<file path="src/rtl/uart_regs_pkg.sv">
package uart_regs_pkg;

    localparam int BUS_W  = 32;
    localparam int ADDR_W = 5;
    localparam int CHAR_W = 8;
    localparam int NUM_EV = 3;

    localparam logic [ADDR_W-1:0] OFF_DATA  = 5'h00;
    localparam logic [ADDR_W-1:0] OFF_CTRL  = 5'h04;
    localparam logic [ADDR_W-1:0] OFF_CLK   = 5'h08;
    localparam logic [ADDR_W-1:0] OFF_ISTAT = 5'h0C;
    localparam logic [ADDR_W-1:0] OFF_IMASK = 5'h10;

    // data register flag positions
    localparam int DAT_RXF = CHAR_W;
    localparam int DAT_TXF = CHAR_W + 1;

    // event bit positions
    localparam int EV_RX  = 0;
    localparam int EV_TX  = 1;
    localparam int EV_OVR = 2;

    // control bit positions
    localparam int CTL_BRK = 2;
    localparam int CTL_HIE = 3;
    localparam int CTL_SUM = 4;

    typedef enum logic [1:0] {
        PAR_NONE = 2'd0,
        PAR_EVEN = 2'd1,
        PAR_ODD  = 2'd2
    } parity_e;

    typedef enum logic [2:0] {
        SEL_NONE,
        SEL_DATA,
        SEL_CTRL,
        SEL_CLK,
        SEL_ISTAT,
        SEL_IMASK
    } reg_sel_e;

    typedef struct packed {
        logic    hie;
        logic    brk;
        parity_e par;
    } ctrl_t;

    function automatic reg_sel_e decode_addr(logic [ADDR_W-1:0] a);
        case (a)
            OFF_DATA:  return SEL_DATA;
            OFF_CTRL:  return SEL_CTRL;
            OFF_CLK:   return SEL_CLK;
            OFF_ISTAT: return SEL_ISTAT;
            OFF_IMASK: return SEL_IMASK;
            default:   return SEL_NONE;
        endcase
    endfunction

    function automatic parity_e clean_parity(logic [1:0] v);
        case (v)
            2'd1:    return PAR_EVEN;
            2'd2:    return PAR_ODD;
            default: return PAR_NONE;
        endcase
    endfunction

endpackage

</file>
<file path="src/rtl/uart_tx_hold.sv">
module uart_tx_hold #(
    parameter int W = 8
) (
    input  logic         clk,
    input  logic         rst,
    input  logic         load,
    input  logic [W-1:0] load_byte,
    input  logic         tx_ready,
    output logic         tx_valid,
    output logic [W-1:0] tx_byte,
    output logic         can_accept,
    output logic         done_evt
);

    logic         full_q;
    logic [W-1:0] byte_q;

    always_ff @(posedge clk) begin
        if (rst) begin
            full_q <= 1'b0;
            byte_q <= '0;
        end else if (load && !full_q) begin
            full_q <= 1'b1;
            byte_q <= load_byte;
        end else if (full_q && tx_ready) begin
            full_q <= 1'b0;
        end
    end

    assign tx_valid   = full_q;
    assign tx_byte    = byte_q;
    assign can_accept = !full_q;
    assign done_evt   = full_q && tx_ready;

    // offered byte held until taken
    a_r2_hold_stable: assert property (@(posedge clk) disable iff (rst)
        (tx_valid && !tx_ready) |=> (tx_valid && $stable(tx_byte)));

    // taken byte frees the holding register
    a_r2_release: assert property (@(posedge clk) disable iff (rst)
        (tx_valid && tx_ready) |=> can_accept);

endmodule

</file>
<file path="src/rtl/uart_rx_hold.sv">
module uart_rx_hold #(
    parameter int W = 8
) (
    input  logic         clk,
    input  logic         rst,
    input  logic         rx_strobe,
    input  logic [W-1:0] rx_byte,
    input  logic         pop,
    output logic         has_data,
    output logic [W-1:0] data,
    output logic         cap_evt,
    output logic         ovr_evt
);

    logic         full_q;
    logic [W-1:0] data_q;
    logic         busy;

    assign busy    = full_q && !pop;
    assign cap_evt = rx_strobe && !busy;
    assign ovr_evt = rx_strobe && busy;

    always_ff @(posedge clk) begin
        if (rst) begin
            full_q <= 1'b0;
            data_q <= '0;
        end else if (cap_evt) begin
            full_q <= 1'b1;
            data_q <= rx_byte;
        end else if (pop) begin
            full_q <= 1'b0;
        end
    end

    assign has_data = full_q;
    assign data     = data_q;

    // a dropped byte leaves the held byte untouched
    a_r5_drop_keeps: assert property (@(posedge clk) disable iff (rst)
        (rx_strobe && has_data && !pop) |=> (has_data && $stable(data)));

    // a clearing write with no new byte empties the holder
    a_r4_pop_clears: assert property (@(posedge clk) disable iff (rst)
        (pop && !rx_strobe) |=> !has_data);

    // a strobe always leaves a byte held
    a_r3_capture: assert property (@(posedge clk) disable iff (rst)
        rx_strobe |=> has_data);

endmodule

</file>
<file path="src/rtl/uart_irq_ctrl.sv">
module uart_irq_ctrl #(
    parameter int N = 3
) (
    input  logic         clk,
    input  logic         rst,
    input  logic [N-1:0] set_evt,
    input  logic         clr_wr,
    input  logic [N-1:0] clr_mask,
    input  logic         en_wr,
    input  logic [N-1:0] en_wdata,
    output logic [N-1:0] status,
    output logic [N-1:0] enable,
    output logic         pending
);

    logic [N-1:0] status_q;
    logic [N-1:0] enable_q;

    for (genvar i = 0; i < N; i++) begin : g_bit
        always_ff @(posedge clk) begin
            if (rst) begin
                status_q[i] <= 1'b0;
            end else begin
                status_q[i] <= set_evt[i] || (status_q[i] && !(clr_wr && clr_mask[i]));
            end
        end

        // write-one clears a bit that is not being set
        a_r7_w1c: assert property (@(posedge clk) disable iff (rst)
            (clr_wr && clr_mask[i] && !set_evt[i]) |=> !status[i]);

        // set wins over clear
        a_r7_set_wins: assert property (@(posedge clk) disable iff (rst)
            set_evt[i] |=> status[i]);

        // zero written leaves the bit alone
        a_r7_zero_keeps: assert property (@(posedge clk) disable iff (rst)
            (status[i] && !(clr_wr && clr_mask[i])) |=> status[i]);
    end

    always_ff @(posedge clk) begin
        if (rst) begin
            enable_q <= '0;
        end else if (en_wr) begin
            enable_q <= en_wdata;
        end
    end

    assign status  = status_q;
    assign enable  = enable_q;
    assign pending = |(status_q & enable_q);

endmodule

</file>
<file path="src/rtl/uart_host_regs.sv">
module uart_host_regs
    import uart_regs_pkg::*;
#(
    parameter int AW = ADDR_W,
    parameter int DW = BUS_W,
    parameter int CW = CHAR_W
) (
    input  logic          clk,
    input  logic          rst,
    input  logic [AW-1:0] bus_addr,
    input  logic          bus_wr,
    input  logic [DW-1:0] bus_wdata,
    output logic [DW-1:0] bus_rdata,
    output logic          tx_valid,
    input  logic          tx_ready,
    output logic [CW-1:0] tx_byte,
    input  logic          rx_strobe,
    input  logic [CW-1:0] rx_byte,
    output logic [1:0]    parity_mode,
    output logic          tx_break,
    output logic [DW-1:0] clk_cfg,
    output logic          irq
);

    reg_sel_e      sel;
    logic          wr_data, wr_ctrl, wr_clk, wr_istat, wr_imask;
    logic          tx_load, rx_pop;
    logic          tx_can, tx_done;
    logic          rx_has;
    logic [CW-1:0] rx_data;
    logic          rx_cap, rx_ovr;
    logic [NUM_EV-1:0] ev_set, ev_status, ev_enable;
    logic          ev_pending;
    ctrl_t         ctrl_q;
    logic [DW-1:0] clk_q;

    assign sel      = decode_addr(bus_addr);
    assign wr_data  = bus_wr && (sel == SEL_DATA);
    assign wr_ctrl  = bus_wr && (sel == SEL_CTRL);
    assign wr_clk   = bus_wr && (sel == SEL_CLK);
    assign wr_istat = bus_wr && (sel == SEL_ISTAT);
    assign wr_imask = bus_wr && (sel == SEL_IMASK);
    assign tx_load  = wr_data && bus_wdata[DAT_TXF];
    assign rx_pop   = wr_data && bus_wdata[DAT_RXF];

    uart_tx_hold #(.W(CW)) tx_i (
        .clk        (clk),
        .rst        (rst),
        .load       (tx_load),
        .load_byte  (bus_wdata[CW-1:0]),
        .tx_ready   (tx_ready),
        .tx_valid   (tx_valid),
        .tx_byte    (tx_byte),
        .can_accept (tx_can),
        .done_evt   (tx_done)
    );

    uart_rx_hold #(.W(CW)) rx_i (
        .clk       (clk),
        .rst       (rst),
        .rx_strobe (rx_strobe),
        .rx_byte   (rx_byte),
        .pop       (rx_pop),
        .has_data  (rx_has),
        .data      (rx_data),
        .cap_evt   (rx_cap),
        .ovr_evt   (rx_ovr)
    );

    always_comb begin
        ev_set         = '0;
        ev_set[EV_RX]  = rx_cap;
        ev_set[EV_TX]  = tx_done;
        ev_set[EV_OVR] = rx_ovr;
    end

    uart_irq_ctrl #(.N(NUM_EV)) ev_i (
        .clk      (clk),
        .rst      (rst),
        .set_evt  (ev_set),
        .clr_wr   (wr_istat),
        .clr_mask (bus_wdata[NUM_EV-1:0]),
        .en_wr    (wr_imask),
        .en_wdata (bus_wdata[NUM_EV-1:0]),
        .status   (ev_status),
        .enable   (ev_enable),
        .pending  (ev_pending)
    );

    always_ff @(posedge clk) begin
        if (rst) begin
            ctrl_q <= '{hie: 1'b0, brk: 1'b0, par: PAR_NONE};
            clk_q  <= '0;
        end else begin
            if (wr_ctrl) begin
                ctrl_q.par <= clean_parity(bus_wdata[1:0]);
                ctrl_q.brk <= bus_wdata[CTL_BRK];
                ctrl_q.hie <= bus_wdata[CTL_HIE];
            end
            if (wr_clk) begin
                clk_q <= bus_wdata;
            end
        end
    end

    always_comb begin
        bus_rdata = '0;
        case (sel)
            SEL_DATA: begin
                bus_rdata[DAT_TXF]  = tx_can;
                bus_rdata[DAT_RXF]  = rx_has;
                bus_rdata[CW-1:0]   = rx_has ? rx_data : '0;
            end
            SEL_CTRL: begin
                bus_rdata[1:0]      = ctrl_q.par;
                bus_rdata[CTL_BRK]  = ctrl_q.brk;
                bus_rdata[CTL_HIE]  = ctrl_q.hie;
                bus_rdata[CTL_SUM]  = ev_pending;
            end
            SEL_CLK:   bus_rdata = clk_q;
            SEL_ISTAT: bus_rdata[NUM_EV-1:0] = ev_status;
            SEL_IMASK: bus_rdata[NUM_EV-1:0] = ev_enable;
            default:   bus_rdata = '0;
        endcase
    end

    assign parity_mode = ctrl_q.par;
    assign tx_break    = ctrl_q.brk;
    assign clk_cfg     = clk_q;
    assign irq         = ctrl_q.hie && ev_pending;

    // the line stays low while the host gate is off
    a_r9_gate: assert property (@(posedge clk) disable iff (rst)
        !ctrl_q.hie |-> !irq);

    // the reserved parity code is never stored
    a_r10_parity_legal: assert property (@(posedge clk) disable iff (rst)
        parity_mode != 2'd3);

    // an accepted transmit byte raises the transmit event
    a_r6_tx_event: assert property (@(posedge clk) disable iff (rst)
        (tx_valid && tx_ready) |=> ev_status[EV_TX]);

    // an overrun raises the sticky bit
    a_r5_overrun: assert property (@(posedge clk) disable iff (rst)
        (rx_strobe && rx_has && !rx_pop) |=> ev_status[EV_OVR]);

endmodule

</file>
<file path="config.mk">
export PLATFORM = sky130hd
export DESIGN_NAME = uart_host_regs
export DESIGN_NICKNAME = d
export VERILOG_FILES = /design/src/rtl/uart_regs_pkg.sv /design/src/rtl/uart_tx_hold.sv /design/src/rtl/uart_rx_hold.sv /design/src/rtl/uart_irq_ctrl.sv /design/src/rtl/uart_host_regs.sv
export SDC_FILE = /design/constraint.sdc
export NUM_CORES = 1
export LEC_CHECK = 0
export ABC_AREA = 1
export BUFFER_PORTS_ARGS = -buffer_cell sky130_fd_sc_hd__buf_4
export CAP_MARGIN = 40
export CELL_PAD_IN_SITES_DETAIL_PLACEMENT = 1
export CELL_PAD_IN_SITES_GLOBAL_PLACEMENT = 1
export CORE_ASPECT_RATIO = 0.6
export CORE_MARGIN = 10
export CORE_UTILIZATION = 28
export CTS_CLUSTER_DIAMETER = 80
export DETAILED_ROUTE_END_ITERATION = 10
export PLACE_DENSITY = 0.86
export SLEW_MARGIN = 10
export SYNTH_ARGS = -nofsm -noshare
export SYNTH_HDL_FRONTEND = slang
export SYNTH_SLANG_ARGS = --single-unit
</file>
<file path="constraint.sdc">
create_clock -name clk -period 1.1 [get_ports clk]
set_input_delay 0.22 -clock clk [delete_from_list [all_inputs] [get_ports clk]]
set_output_delay 0.22 -clock clk [all_outputs]
set_load 0.01 [all_outputs]
</file>
---- After elaboration in Yosys (flattened, before gate mapping) ----
Cells that the tools add are included.
storage, ports and cells
  latch bits .............................. 0
  flip-flop bits (word level) ............. 60
  ROM bits ................................ 0
  bits in writable memories ............... 0
  word-level logic and storage cells ...... 67
  memories ................................ 0
operators by class
  div/mod/pow operators ................... 0
  reductions and logical operators ........ 32
  bitwise logic cells ..................... 1
  multiply operators ...................... 0
  muxes and demuxes ....................... 11
  add/subtract/negate cells ............... 0
  $lt $le $gt $ge ......................... 0
  shift operators ......................... 0
  equal/unequal tests ..................... 11
operators by type and width
  cell                                                  count
  one-hot mux 3 bit (5 select lines)                    2
  two-way mux 22 bit                                    1
  logical AND 1 bit                                     19
  equality test 5 x 4 -> 1 bit (second input constant)  2
  one-hot mux 5 bit (2 select lines)                    1
  two-way mux 8 bit                                     1
  equality test 3 x 2 -> 1 bit (second input constant)  2
  equality test 3 bit (second input constant)           2
  logical NOT 1 bit                                     6
  one-hot mux 2 bit (3 select lines)                    1
  equality test 5 x 3 -> 1 bit (second input constant)  1
  equality test 5 bit (second input constant)           1
  logical NOT 5 bit                                     1
  two-way mux 1 bit                                     4
  one-hot mux 2 bit (2 select lines)                    1
  nonzero test 2 bit                                    2
  AND 3 bit                                             1
  equality test 3 x 1 -> 1 bit (second input constant)  1
  logical OR 1 bit                                      3
  OR reduction 3 bit                                    1
  equality test 2 x 1 -> 1 bit (second input constant)  1
  equality test 2 bit (second input constant)           1

---- Longest topological paths before layout ----
Gate-level depths: netlist of run 1.
  depth in word-level cells ............... 10
  gate-level depth with buffers ........... 8

---- Cells and area by module ----
A second synthesis of run 1 with hierarchy kept.
second synthesis, totals
  cell total of the unflattened synthesis .. 476
  area total of the unflattened synthesis .. 2972.9 µm²
modules (own cells, without submodules)
  module          area each (µm²)  cells an instance  instances
  uart_host_regs  1931.9           327                1
  uart_rx_hold    424.2            59                 1
  uart_tx_hold    390.4            58                 1
  uart_irq_ctrl   226.5            32                 1

---- Worst setup path after synthesis of run 1 ----
No wires, ideal clock.
  kind .................................... input port to output port
  from .................................... input port bus_addr[1]
  to ...................................... output port bus_rdata[11]
  stages on the path ...................... 6
  required time ........................... 880 ps
  path slack .............................. -150 ps
  arrival time ............................ 1030 ps
  cell sequence ........................... nor2_4 > nand2_2 > nor2_2 > nand2_1 > clkbuf_1 > nor2_1
between the ends
  word-level cells in the longest chain between the ends .. 4
  elaborated cells on any way between the ends .. 8
  classes of those cells .................. eq/ne (5); mux (2); reduce/logical (1)
RTL lines
  item                                               line                   source
  from (decl)                                        uart_host_regs.sv:10   input logic [AW-1:0] bus_addr,
  equality test 5 bit, or another cell as far along  uart_regs_pkg.sv:50    case (a)
  one-hot mux 3 bit (5 select lines) (*)             uart_regs_pkg.sv:50
  equality test 3 x 2 -> 1 bit (*)                   uart_host_regs.sv:108  case (sel)
  two-way mux 22 bit (*)                             uart_host_regs.sv:108
  to (decl)                                          uart_host_regs.sv:13   output logic [DW-1:0] bus_rdata,
Mark *: on every way between the ends. The rest lies on a longest branch, timed or not.

---- Worst setup path after layout of run 1 ----
  from .................................... input port bus_addr[1]
  to ...................................... output port bus_rdata[3]
between the ends
  word-level cells in the longest chain between the ends .. 4
  elaborated cells on any way between the ends .. 10
  classes of those cells .................. eq/ne (7); mux (2); reduce/logical (1)
RTL lines
  item                                                                                 line
  equality test 5 bit, or another cell as far along                                    uart_regs_pkg.sv:50
  one-hot mux 3 bit (5 select lines) (*)                                               uart_regs_pkg.sv:50
  equality test 3 x 2 -> 1 bit / equality test 3 x 1 -> 1 bit (equally long branches)  uart_host_regs.sv:108
  one-hot mux 2 bit (3 select lines) (*)                                               uart_host_regs.sv:108
Marked as above.

==> impl_metrics.sql, run 1 <==
INSERT INTO impl_metrics (metric_group, metric, value, unit) VALUES
('synth', 'synthCells', '408', ''),
('synth', 'synth_top_flop_cell', 'dfxtp_1', ''),
('route', 'avgViaCountPerCell', '4.852', ''),
('route', 'dr_total_vias', '3445', ''),
('final_layout', 'nets', '625', ''),
('route', 'detailedRoute.firstIterationViolations', '152', ''),
('clock_tree', 'clock_sink_total', '60', ''),
('timing', 'final_critical_path_setup_slack', '-0.4117', 'ns'),
('run', 'cap_violations', '0', ''),
('place', 'dp_slack', '-0.4384', 'ns'),
('synth', 'synth-seq-cells', '60', ''),
('timing', 'layout_min_cycle_time', '1.512', 'ns'),
('status', 'outcome', 'complete, but fails checks', ''),
('timing', 'fmaxAchievable', '661.5', 'MHz'),
('place', 'hpwlAfterDp', '8689', 'um'),
('timing', 'timing.final.setup_violations', '83', ''),
('final_layout', 'total_area_of_multi_input_combinational_cells', '1774', 'um2'),
('power_and_ir_drop', 'power_leakage', '2.330', 'nW'),
('timing', 'tns', '-20.56', 'ns'),
('status', 'violated_checks', 'setup timing', ''),
('final_layout', 'ff_latch_area', '1222', 'um2'),
('final_layout', 'core_occupancy_in_the_finished_layout', '57.80', '%'),
('global_routing', 'grt_pass1_wl', '19540', 'um'),
('critical_path', 'crit_fanout', '8', ''),
('timing', 'rsz_0062_raised_after_global_routing', 'true', ''),
('synth', 'yosysWarningCount', '0', ''),
('synth', 'synth_enable_flop_cells', '0', ''),
('global_routing', 'first_global_vias', '3617', ''),
('synth', 'synth_sequential_area_ratio', '44.42', '%'),
('final_layout', 'diodes', '0', ''),
('floorplan', 'placementRows', '27', ''),
('timing', 'fin_skew', '0.008560', 'ns'),
('floorplan', 'core_area', '9290', 'um2'),
('synth', 'yosys.cell_types.count', '22', ''),
('clock_tree', 'ctsHtreeMaxLevel', '3', ''),
('global_routing', 'grt_usage', '17.47', '%'),
('floorplan', 'starting_utilization_of_the_core_area', '29.10', '%'),
('global_routing', 'antenna_found_initial', '0', ''),
('timing', 'hold_violations', '0', ''),
('final_layout', 'num-fill-cells', '1082', ''),
('synth', 'synth.net_count', '458', ''),
('synth', 'syn-mean-instance-area', '6.627', 'um2'),
('place', 'port_buffers', '126', ''),
('route', 'routed_wirelength', '14230', 'um'),
('floorplan', 'die-area', '14120', 'um2'),
('place', 'globalplace.congestion', '0.7956', ''),
('route', 'detail_route.wl_per_cell', '20.04', 'um'),
('clock_tree', 'worst_skew_pair.late_latency', '0.34', 'ns'),
('critical_path', 'timing.critical_path.to_type', 'primary output', ''),
('synth', 'yosys.area.top_type', 'dfxtp_1', ''),
('route', 'ant_nets', '0', ''),
('floorplan', 'die_h', '96.12', 'um'),
('critical_path', 'crit_path_start_kind', 'input port', ''),
('timing', 'post-route-period-util', '137.4', '%'),
('final_layout', 'proportion_of_layout_cells_with_a_drive_suffix_above_1', '53.79', '%'),
('floorplan', 'floorplan.io_pins', '127', ''),
('timing', 'slew-limit-headroom', '76.93', '%'),
('clock_tree', 'tritoncts', 'yes', ''),
('critical_path', 'critPathKind', 'in2out', ''),
('route', 'detail_route.drc_violations', '0', ''),
('route', 'drt_pass1_iterations', '4', ''),
('final_layout', 'layout-area-overhead-vs-synth', '98.61', '%'),
('critical_path', 'worstPathArrival', '1.29', 'ns'),
('synth', 'async_flop_share', '0', '%'),
('critical_path', 'critPathRequiredTime', '0.88', 'ns'),
('timing', 'worst_pin_slew', '0.3461', 'ns'),
('synth', 'synth.top_cells.by_area', 'dfxtp_1 (44%), nand2_1 (17%), a21oi_1 (9.3%)', ''),
('clock_tree', 'ctsRootBufferMaster', 'clkbuf_16', ''),
('clock_tree', 'cts_made_buffers', '9', ''),
('synth', 'synth_top_area_share', '44.42', '%'),
('global_routing', 'globalRouteOverflowTotal', '0', ''),
('floorplan', 'chipWidth', '146.9', 'um'),
('power_and_ir_drop', 'ir_worst_vdd', '0.0007411', 'V'),
('clock_tree', 'clk_pin_slew', '0.05', 'ns'),
('clock_tree', 'cts_max_path_buffers', '2', ''),
('global_routing', 'grt_max_degree', '40', ''),
('timing', 'timing_max_transition_violations_final', '0', ''),
('min_path', 'type_of_the_tightest_min_delay_check', 'in2reg', ''),
('power_and_ir_drop', 'power_per_cell_area', '1155', 'nW/um2'),
('synth', 'synthesized_cell_area', '2704', 'um2'),
('clock_tree', 'cts-hold-fix-buffers', '0', '');
cells in the final DEF, fill, tap and decap left out, types with 7 or more instances in the layout:
cell type and count:
clkbuf_16 11, nor2_4 30, nand2_1 97, nand3_4 7
buf_4 119, inv_1 43, dfxtp_1 45, a21oi_2 16
nand2_2 20, a21oi_1 34, nor2_1 30, dfxtp_2 14
buf_6 46
metal layers:
metal,global-route usage [%],vias up,part of all wire (%)
met5,0,-,0
met3,5.340,32,6.0
met2,29.95,124,49
met1,20.86,1680,42
met4,5.473,0,2.6
li1,-,1609,-
worst max-delay path, cell delays in order:
cell and delay, ns:
buf_6 0.10, nor2_4 0.14, buf_6 0.13, nand2_4 0.06, nor2_4 0.16, nand2_4 0.10, inv_8 0.09, nand2_2 0.05
o211ai_1 0.09, buf_4 0.15
final timing paths:
check	from	end	slack (ns)	depth (start not counted)
worst min register to register	clk_cfg[25]	clk_cfg[25]	0.48	2
worst min-delay path	bus_wdata[28]	clk_cfg[28]	0.14	3
worst max register to register	tx_i.tx_valid	tx_i.tx_byte[4]	0.01	4
worst max-delay path	bus_addr[1]	bus_rdata[3]	-0.41	10
Yosys cell counts, types with 2 or more instances:
cell type	count
inv_2	3
buf_4	4
inv_1	47
dfxtp_1	60
nor2_2	3
clkbuf_1	9
nand3_1	16
a21oi_1	50
nand4_1	2
o21ai_0	15
nand2_1	122
buf_6	3
buf_2	4
nand2_2	2
nor2_1	61
power by group:
part / internal, mW / switching [mW]
clock: 2.17 / 1.05
combinational: 0.341 / 0.374
sequential: 2.22 / 0.0444
flip-flops by register name (all words and copies together) (netlist names):
| register | cells |
|---|---|
| tx_break | 1 |
| tx_i.tx_byte | 8 |
| rx_i.data | 8 |
| parity_mode | 2 |
| clk_cfg | 32 |
| ev_i.status | 3 |
| tx_i.tx_valid | 1 |
| ev_i.enable | 3 |
| rx_i.has_data | 1 |
| ctrl_q | 1 |
what timing repair did:
item                                   in CTS  in global routing
endpoints found under the hold margin       0                  0
pin swaps                                  10                 26
buffers inserted                           12                  8
gates cloned                                4                  3
resized for setup                          92                 92
setup endpoints to repair                  78                 95
cells by family (layout without fill, tap and decap cells):
logic type             Yosys count  count (layout)  share of synthesized area [%]
AND/OR/NAND/NOR                210             211                          31.56
buffers and inverters           71             242                          11.48
AO/OA/AOI/OAI                   67              67                          12.54
flip-flops                      60              60                          44.42
metrics by stage:
| stage | hold WS, ns | cell area [um2] | power, mW | instances |
|---|---|---|---|---|
| finish | 0.1355 | 5370 | 6.204 | 710 |
| global route | 0.1445 | 5370 | 6.379 | 710 |
| CTS | 0.1347 | 4936 | 6.023 | 701 |
| detailed placement | 0.4756 | 4113 | 2.790 | 670 |
| global placement | 0.4690 | 4113 | 2.773 | 670 |
| floorplan | 0.3549 | 2919 | 2.501 | 408 |
layout make-up:
| class | count | area share, % |
|---|---|---|
| clock inverters | 3 | 1.258 |
| flip-flops and latches | 60 | 22.76 |
| clock buffers | 13 | 5.033 |
| repair buffers | 175 | 30.71 |
| inverters | 51 | 4.171 |
| well taps | 130 | 3.029 |
| multi-input cells | 278 | 33.04 |
No activity file was read; power rests on OpenSTA's default activity.
==> run 2, diff against run 1 <==
Settings changed: CORE_UTILIZATION 28 to 31, PLACE_DENSITY 0.86 to 0.9.
Clock period 1.1 ns to 1.4 ns, I/O delays scaled along.
==> run 2 against run 1 <==
Against the previous run:
- sequential share of layout area rose by 4.4 points
- the run still ends with setup timing left
- critical path depth is 1 lower
- sequential power fell by 22%
- non-clock buffer count fell by 21
- largest power group unchanged
- combinational power decreased by 45%
==> impl_metrics.sql, run 2 (synthesized netlist as in run 1, its figures left out) <==
INSERT INTO impl_metrics (metric_group, metric, value, unit) VALUES
('route', 'drt_pass1_iterations', '5', ''),
('clock_tree', 'cts_max_path_buffers', '2', ''),
('timing', 'fmaxAchievable', '617.5', 'MHz'),
('floorplan', 'placementRows', '26', ''),
('critical_path', 'crit_fanout', '8', ''),
('route', 'detailedRoute.firstIterationViolations', '154', ''),
('global_routing', 'first_global_vias', '3462', ''),
('place', 'globalplace.congestion', '0.8641', ''),
('clock_tree', 'worst_skew_pair.late_latency', '0.33', 'ns'),
('final_layout', 'mostFrequentLayoutCells', 'buf_4 (135), nand2_1 (114), dfxtp_1 (54)', ''),
('timing', 'layout_min_cycle_time', '1.619', 'ns'),
('timing', 'timing.final.setup_violations', '32', ''),
('floorplan', 'starting_utilization_of_the_core_area', '31.84', '%'),
('floorplan', 'core_area', '8491', 'um2'),
('route', 'detail_route.wl_per_cell', '16.92', 'um'),
('run', 'cap_violations', '0', ''),
('status', 'violated_checks', 'setup timing', ''),
('route', 'ant_nets', '0', ''),
('clock_tree', 'cts-hold-fix-buffers', '0', ''),
('critical_path', 'crit_path_start_kind', 'input port', ''),
('clock_tree', 'clk_pin_slew', '0.05', 'ns'),
('clock_tree', 'ctsHtreeMaxLevel', '3', ''),
('global_routing', 'grt_pass1_wl', '17940', 'um'),
('final_layout', 'ff_latch_area', '1209', 'um2'),
('timing', 'slew-limit-headroom', '78.17', '%'),
('final_layout', 'layout_commonest_cell', 'buf_4', ''),
('final_layout', 'core_occupancy_in_the_finished_layout', '52.46', '%'),
('clock_tree', 'tritoncts', 'yes', ''),
('min_path', 'type_of_the_tightest_min_delay_check', 'in2reg', ''),
('floorplan', 'die-area', '12980', 'um2'),
('place', 'hpwlAfterDp', '8551', 'um'),
('status', 'outcome', 'complete, but fails checks', ''),
('clock_tree', 'clock_sink_total', '60', ''),
('critical_path', 'critPathRequiredTime', '1.12', 'ns'),
('final_layout', 'proportion_of_layout_cells_with_a_drive_suffix_above_1', '39.25', '%'),
('timing', 'worst_pin_slew', '0.3256', 'ns'),
('critical_path', 'timing.critical_path.to_type', 'primary output', ''),
('final_layout', 'largest_register_ffs', '32', ''),
('global_routing', 'grt_max_degree', '24', ''),
('power_and_ir_drop', 'fin_total_pwr', '4.383', 'mW'),
('power_and_ir_drop', 'power_per_cell_area', '984.0', 'nW/um2'),
('route', 'routed_wirelength', '11340', 'um'),
('global_routing', 'globalRouteOverflowTotal', '0', ''),
('global_routing', 'antenna_found_initial', '0', ''),
('critical_path', 'worstPathArrival', '1.34', 'ns'),
('critical_path', 'critPathKind', 'in2out', ''),
('route', 'dr_total_vias', '3153', ''),
('route', 'avgViaCountPerCell', '4.706', ''),
('place', 'port_buffers', '126', ''),
('timing', 'timing_max_transition_violations_final', '0', ''),
('clock_tree', 'ctsRootBufferMaster', 'clkbuf_16', ''),
('final_layout', 'total_area_of_multi_input_combinational_cells', '1340', 'um2'),
('floorplan', 'die_h', '92.34', 'um'),
('global_routing', 'grt_usage', '17.04', '%'),
('route', 'detail_route.drc_violations', '0', ''),
('timing', 'rsz_0062_raised_after_global_routing', 'true', ''),
('power_and_ir_drop', 'power_leakage', '1.990', 'nW'),
('timing', 'hold_violations', '0', ''),
('final_layout', 'num-fill-cells', '1075', ''),
('floorplan', 'chipWidth', '140.6', 'um'),
('timing', 'final_critical_path_setup_slack', '-0.2195', 'ns'),
('final_layout', 'nets', '603', ''),
('place', 'dp_slack', '-0.3319', 'ns'),
('timing', 'post-route-period-util', '115.7', '%'),
('floorplan', 'floorplan.io_pins', '127', ''),
('power_and_ir_drop', 'ir_worst_vdd', '0.0006874', 'V'),
('final_layout', 'layout-area-overhead-vs-synth', '64.74', '%'),
('critical_path', 'regToRegSetupSlack', '0.26', 'ns'),
('timing', 'fin_skew', '0.004199', 'ns'),
('final_layout', 'diodes', '0', ''),
('clock_tree', 'cts_made_buffers', '9', '');
run 2: cell types whose count changed in the layout (fill, tap and decap cells not counted), moves of 8 or more:
cell     previous run  this run
dfxtp_2            14         6
a21oi_2            16         0
nor2_4             30        13
buf_6              46        15
a21oi_1            34        50
nand2_1            97       114
buf_4             119       135
nand3_1             4        15
nor2_1             30        43
o21ai_0             5        15
nand2_2            20         8
dfxtp_1            45        54
run 2: layer usage:
layer	up-vias	part of all wire [%]	track usage, %
met5	-	0	0
met4	0	0.85	5.651
met3	10	9.3	7.598
met2	112	47	28.49
met1	1488	43	19.08
li1	1543	-	-
run 2: final cells by class:
class | instances | area share, %
multi-input combinational | 277 | 30.08
clock inverter | 6 | 1.433
clock buffer | 10 | 5.365
sequential | 60 | 27.13
tap | 112 | 3.146
timing repair buffer | 154 | 28.34
inverter | 51 | 4.494
run 2: final timing paths:
kind,cells after the start,endpoint,start
setup / recovery,9,bus_rdata[15],bus_addr[1]
hold / removal,3,clk_cfg[28],bus_wdata[28]
setup reg to reg,4,tx_i.tx_byte[7],tx_i.tx_valid
hold reg to reg,2,clk_cfg[19],clk_cfg[19]
run 2: where the power goes:
part           total [mW]  internal (mW)  leakage, nW  switching, mW
Clock                2.21           1.42        0.144          0.794
Sequential           1.78           1.75        0.489         0.0287
Combinational       0.392          0.191         1.36          0.201
Total                4.38           3.36         1.99           1.02
run 2: critical path: stages:
cell and delay (ns):
buf_6 0.09, nor2_4 0.15, nand2_4 0.10, nor2_4 0.13
nand2_4 0.09, buf_6 0.14, buf_12 0.15, nor2_2 0.08
buf_4 0.12
run 2: per-stage QoR:
| stage | area, um2 | setup TNS (ns) | std cells | hold WS (ns) |
|---|---|---|---|---|
| after CTS | 4373 | -3.744 | 667 | 0.1917 |
| after global placement | 3880 | -5.251 | 647 | 0.4687 |
| after floorplan | 2704 | 0 | 408 | 0.4149 |
| final | 4454 | -4.253 | 670 | 0.2036 |
| after detailed placement | 3880 | -9.967 | 647 | 0.4714 |
| after global routing | 4454 | -6.634 | 670 | 0.2052 |
run 2: what timing repair did:
item,CTS,global route
setup endpoints to repair,33,33
resized for setup,49,20
setup buffers,4,3
pin swaps,8,5
